[src/rtl/cmw_pkg.sv]
package cmw_pkg;
    localparam int PAGE_W = 8;
    localparam int BND_W  = 12;
    localparam int OFF_W  = 14;
    localparam int CARD_W = 26;
    localparam int TSEL_W = 2;

    typedef struct packed {
        logic [PAGE_W-1:0] page;
        logic [BND_W-1:0]  lo;
        logic [BND_W-1:0]  hi;
        logic [OFF_W-1:0]  off;
        logic              wide;
        logic              attr;
        logic              wprot;
        logic [TSEL_W-1:0] tsel;
    } win_cfg_t;
endpackage

[src/rtl/cmw_window.sv]
module cmw_window
    import cmw_pkg::*;
(
    input  win_cfg_t          cfg,
    input  logic              en,
    input  logic [31:12]      addr_hi,
    output logic              match,
    output logic [OFF_W-1:0]  card_hi
);
    logic page_ok, lo_ok, hi_ok;

    always_comb begin
        page_ok = (cfg.page == addr_hi[31:24]);
        lo_ok   = (addr_hi[23:12] >= cfg.lo);
        hi_ok   = (addr_hi[23:12] <= cfg.hi);
        match   = en & page_ok & lo_ok & hi_ok;
        card_hi = addr_hi[25:12] + cfg.off;
    end
endmodule

[src/rtl/cmw_prio.sv]
module cmw_prio #(
    parameter int N  = 5,
    localparam int IW = (N > 1) ? $clog2(N) : 1
) (
    input  logic [N-1:0]  hits,
    output logic          any,
    output logic          multi,
    output logic [IW-1:0] idx
);
    always_comb begin
        idx = '0;
        for (int w = N - 1; w >= 0; w--) begin
            if (hits[w]) idx = IW'(w);
        end
        any   = |hits;
        multi = ($countones(hits) > 1);
    end
endmodule

[src/rtl/cmw_decoder.sv]
module cmw_decoder
    import cmw_pkg::*;
#(
    parameter int NUM_WIN = 5,
    localparam int IW = (NUM_WIN > 1) ? $clog2(NUM_WIN) : 1,
    localparam int CW = $clog2(NUM_WIN + 1)
) (
    input  logic              clk,
    input  logic              rst_n,
    input  logic              cfg_we,
    input  logic [CW-1:0]     cfg_win,
    input  logic [2:0]        cfg_field,
    input  logic [7:0]        cfg_data,
    input  logic              host_valid,
    input  logic              host_write,
    input  logic [31:0]       host_addr,
    output logic              dec_hit,
    output logic [IW-1:0]     dec_win,
    output logic [CARD_W-1:0] dec_card_addr,
    output logic              dec_wide,
    output logic              dec_attr,
    output logic              dec_wr_block,
    output logic              dec_timer1,
    output logic              dec_multi
);
    typedef struct packed {
        logic              hit;
        logic [IW-1:0]     win;
        logic [CARD_W-1:0] card;
        logic              wide;
        logic              attr;
        logic              wblk;
        logic              t1;
        logic              multi;
    } out_t;

    typedef struct packed {
        win_cfg_t [NUM_WIN-1:0] wins;
        logic [NUM_WIN-1:0]     en;
        out_t                   o;
    } state_t;

    state_t st_d, st_q;

    logic [NUM_WIN-1:0] hits;
    logic [OFF_W-1:0]   card_hi [NUM_WIN];
    logic               any_hit, multi_hit;
    logic [IW-1:0]      pick;

    for (genvar g = 0; g < NUM_WIN; g++) begin : g_win
        cmw_window u_win (
            .cfg     (st_q.wins[g]),
            .en      (st_q.en[g]),
            .addr_hi (host_addr[31:12]),
            .match   (hits[g]),
            .card_hi (card_hi[g])
        );
    end

    cmw_prio #(.N(NUM_WIN)) u_prio (
        .hits  (hits),
        .any   (any_hit),
        .multi (multi_hit),
        .idx   (pick)
    );

    always_comb begin
        st_d = st_q;
        if (cfg_we) begin
            if (cfg_win >= CW'(NUM_WIN)) begin
                if (cfg_field == 3'd0) st_d.en = cfg_data[NUM_WIN-1:0];
            end else begin
                for (int w = 0; w < NUM_WIN; w++) begin
                    if (cfg_win == CW'(w)) begin
                        case (cfg_field)
                            3'd0: st_d.wins[w].lo[7:0]   = cfg_data;
                            3'd1: st_d.wins[w].lo[11:8]  = cfg_data[3:0];
                            3'd2: st_d.wins[w].hi[7:0]   = cfg_data;
                            3'd3: st_d.wins[w].hi[11:8]  = cfg_data[3:0];
                            3'd4: st_d.wins[w].off[7:0]  = cfg_data;
                            3'd5: st_d.wins[w].off[13:8] = cfg_data[5:0];
                            3'd6: st_d.wins[w].page      = cfg_data;
                            default: begin
                                st_d.wins[w].wide  = cfg_data[0];
                                st_d.wins[w].attr  = cfg_data[1];
                                st_d.wins[w].wprot = cfg_data[2];
                                st_d.wins[w].tsel  = cfg_data[4:3];
                            end
                        endcase
                    end
                end
            end
        end

        st_d.o = '0;
        if (host_valid && any_hit) begin
            st_d.o.hit   = 1'b1;
            st_d.o.win   = pick;
            st_d.o.multi = multi_hit;
            for (int w = 0; w < NUM_WIN; w++) begin
                if (pick == IW'(w)) begin
                    st_d.o.card = {card_hi[w], host_addr[11:0]};
                    st_d.o.wide = st_q.wins[w].wide;
                    st_d.o.attr = st_q.wins[w].attr;
                    st_d.o.wblk = host_write & st_q.wins[w].wprot;
                    st_d.o.t1   = |st_q.wins[w].tsel;
                end
            end
        end
    end

    always_ff @(posedge clk or negedge rst_n) begin
        if (!rst_n) st_q <= '0;
        else        st_q <= st_d;
    end

    assign dec_hit       = st_q.o.hit;
    assign dec_win       = st_q.o.win;
    assign dec_card_addr = st_q.o.card;
    assign dec_wide      = st_q.o.wide;
    assign dec_attr      = st_q.o.attr;
    assign dec_wr_block  = st_q.o.wblk;
    assign dec_timer1    = st_q.o.t1;
    assign dec_multi     = st_q.o.multi;
endmodule

[config.mk]
export PLATFORM = sky130hd
export DESIGN_NAME = cmw_decoder
export DESIGN_NICKNAME = d
export VERILOG_FILES = /design/src/rtl/cmw_pkg.sv /design/src/rtl/cmw_window.sv /design/src/rtl/cmw_prio.sv /design/src/rtl/cmw_decoder.sv
export SDC_FILE = /design/constraint.sdc
export NUM_CORES = 1
export LEC_CHECK = 0
export ABC_AREA = 1
export BUFFER_PORTS_ARGS = -buffer_cell sky130_fd_sc_hd__buf_2
export CAP_MARGIN = 15
export CORE_AREA = 2 2 236 180
export CTS_BUF_LIST = sky130_fd_sc_hd__clkbuf_8 sky130_fd_sc_hd__clkbuf_16
export CTS_CLUSTER_DIAMETER = 60
export DETAILED_ROUTE_END_ITERATION = 7
export DIE_AREA = 0 0 238 182
export HOLD_SLACK_MARGIN = 0.02
export PLACE_DENSITY_LB_ADDON = 0.12
export SYNTH_ARGS = -nofsm -noshare
export SYNTH_HDL_FRONTEND = slang
export SYNTH_SLANG_ARGS = --single-unit
[constraint.sdc]
create_clock -name clk -period 5.4 [get_ports clk]
set_input_delay 1.08 -clock clk [delete_from_list [all_inputs] [get_ports clk]]
set_output_delay 1.08 -clock clk [all_outputs]
set_load 0.05 [all_outputs]
==> key figures <==
Yosys
  • Primary FF master, synth: dfrtp_1
  • EDFF count, synth: 0
  • Most common cell in the netlist: nand2_1
  • Register bit total from synthesis: 295
  • FFs w/ async S/R, synth: 1.00
  • Largest cells by area after synthesis: dfrtp_1 40%, ha_1 13%, nand2_1 12%
  • Area leader, netlist: dfrtp_1
  • Yosys warns: 0
  • Mapped Cells: 2310
  • Top cell type's share of synthesized area: 0.404
  • Share of the yosys chip area belonging to registers: 0.404
  • Syn avg cell area: 7.91 um2
  • Cell variety after synth: 50
  • Mapped Nets: 2558
  • Synth cell count leaders: 606 x nand2_1, 322 x o21ai_0, 295 x dfrtp_1
  • Mapped cell area: 0.0183 mm2

Setup path
  • CP required: 5.83 ns
  • Crit-path cells: buf_2 > ha_1 > nand2_1 > nand2_1 > nand2_1 > nand2_1 > nand2_1 > nand3_1 > nand2_1 > nand3_2 > ha_1 > inv_1 > nand2_2 > nor2_2 > nand2_4 > nor2_4 > inv_2 > a21oi_1 > a21oi_1 > a21oi_1
  • Crit path launch type: input pin
  • CP dominant cell by count: nand2_1
  • R2R depth: 19
  • Worst Setup End Kind: register
  • Critical path class: input pin to register
  • Arr. time, crit path: 4.51 ns
  • Critical-path maximum fanout: 20
  • Critical Path Max Stage Delay: 0.63 ns
  • CP max stage cell: buf_2

GRT
  • GRT Resource Usage Total: 0.274
  • Number of global-route vias before repair: 15200
  • Initial antenna violation count: 2
  • Grt ovf: 0
  • Largest net degree at the start of global routing: 107
  • First-pass GRT wire length: 90200 um

Floorplan
  • Core area: 0.0413 mm2
  • Initial core utilization: 0.442
  • Core Rows: 65
  • Die ar.: 0.0433 mm2
  • Die height: 182 um
  • Ports: 86
  • DIE WIDTH: 238 um

STA
  • Final hold viol count: 0
  • Crit share post-route: 0.756
  • Unrepaired setup endpoints after global routing: false
  • Final Max Tran Viols: 0
  • Max frequency: 0.245 GHz
  • Fin Setup TNS: 0 ns
  • Slew headroom: 0.352
  • Worst Skew: 0.0226 ns
  • Min Tclk post-route: 4.08 ns
  • Least-Margin Pin Slew: 0.962 ns
  • Final setup viols: 0

Flow run
  • Max cap viols: 0

Clocking
  • CTS tree: built
  • Post-CTS Repair Setup Buffers: 0
  • CTS sink cnt: 295
  • Clk buf depth: 3
  • Cts bufs inserted: 35
  • Cts-stage hold buffer count: 0
  • Reg clk slew, reported paths: 0.06 ns
  • H-tree Lvls: 2
  • Root Buffer: clkbuf_16
  • Cts repair resizes: 0
  • Clock Latency Late Sink: 0.54 ns

Route
  • Drt initial violations: 1474
  • DR WL/cell: 19.9 um
  • Vias/cell: 5.42
  • Drt pass-1 iters: 5
  • ANT nets after route: 0
  • Vias: 16000
  • Final wirelength: 58500 um
  • DRC errors left: 0

Finish
  • FILL cells: 4021
  • Post-route insts no fill: 2941
  • P&R area growth vs syn: 11.7%
  • Layout cells sized above 1: 0.0861
  • Nets: 2628
  • Ant. Diodes: 0
  • Final core occ: 0.494

Power and ir drop
  • Leak Pwr: 10.1 nW
  • PD cells: 314 mW/mm2
  • Worst vdd ir: 186 uV

Placed design
  • DP HPWL: 39500 um
  • Placed cell count: 2879
  • Port Buffers: 85
  • GPL Wtd Cong: 0.972

Min path
  • Hold Crit Depth: 2
  • Hold Crit Class: register to register

Run status
  • Status: finished, final reports clean
## report_power, final
part	internal (mW)	switching, mW	leakage [nW]	total [mW]
clock	1.46	0.990	0.606	2.45
combinational	0.507	0.887	5.48	1.39
sequential	2.43	0.147	3.99	2.58
total	4.40	2.02	10.1	6.42
## worst max-delay path, delay by kind of cell
family	cells	cell delay [ns]
and+or+nand+nor	12	1.32
adders and majority gates	2	0.58
buffers and inverters	3	0.92
AOI/OAI and AO/OA	3	0.53
## routing by layer
metal  track usage  vias to the layer above  wire (um)
li1              -                     7757          -
met5             0                        -          7
met2         0.400                      541      24200
met3        0.0631                       87       4960
met1         0.411                     7567      28100
met4        0.0610                        2       1170
## layout by cell type (no fill, tap or decap), types with 3 or more instances in the layout
master     instances
fa_1               6
bufinv_16          3
xnor2_1           24
a21o_1             5
nor4_1             9
clkbuf_8           7
nand3_1           74
o22ai_1            7
nand3b_1           5
o21ai_1            4
a21oi_1          144
dfrtp_1          295
nor2_1           137
a21boi_0           4
nand2_4            5
inv_1            245
clkinv_2           7
a31oi_1            8
clkbuf_16         36
nand3_2            4
o21a_1             3
ha_1             191
xor2_1            38
o21ai_0          322
clkinv_1           4
nor2_2             5
buf_4             17
buf_2             84
inv_2              7
o21bai_1           7
nor3_1            24
nand2_2            3
a21oi_2            6
nand2_1          606
nand4_1           21
nor4_2             3
or2_2              4
o31ai_1            6
## registers in the layout (all words and copies together) (netlist names)
signal         count
dec_attr           1
dec_multi          1
dec_hit            1
dec_wr_block       1
st_q             260
dec_wide           1
dec_timer1         1
dec_card_addr     26
dec_win            3
## layout make-up
cell class	instances	area [um2]	area share
repair buffers	104	611	0.0299
well taps	536	671	0.0328
inverters	252	948	0.0464
clock inverters	19	185	0.00907
clock buffers	43	997	0.0488
multi-input cells	1692	9630	0.471
flip-flops and latches	295	7380	0.361
## path summary, 6_finish.rpt
| check | from | to | slack, ns |
|---|---|---|---|
| max in group asynchronous | rst_n | st_q[127] | 3.45 |
| setup / recovery | host_addr[13] | dec_card_addr[22] | 1.32 |
| hold reg to reg | st_q[40] | st_q[40] | 0.48 |
| setup reg to reg | st_q[235] | dec_card_addr[22] | 1.98 |
| hold / removal | st_q[40] | st_q[40] | 0.48 |
| min in group asynchronous | rst_n | st_q[64] | 0.54 |
## cell families (layout without fill, tap and decap cells)
group	count (synthesis)	in the layout	share of synthesized area
compound gates	526	526	0.153
simple gates	907	907	0.207
fa+ha+maj	197	197	0.137
flops	295	295	0.404
buf+inv	323	418	0.0695
xor+xnor	62	62	0.0297
## through the flow
stage	hold slack (ns)	setup WS [ns]	cell area, um2	power [mW]
finish	0.480	1.32	20400	6.42
global route	0.499	1.08	20400	6.78
CTS	0.482	1.43	20400	6.45
detailed placement	0.467	0.894	19200	3.98
global placement	0.460	0.925	19200	3.95
floorplan	0.445	1.87	18300	3.52
No activity file was read; power rests on OpenSTA's default activity.
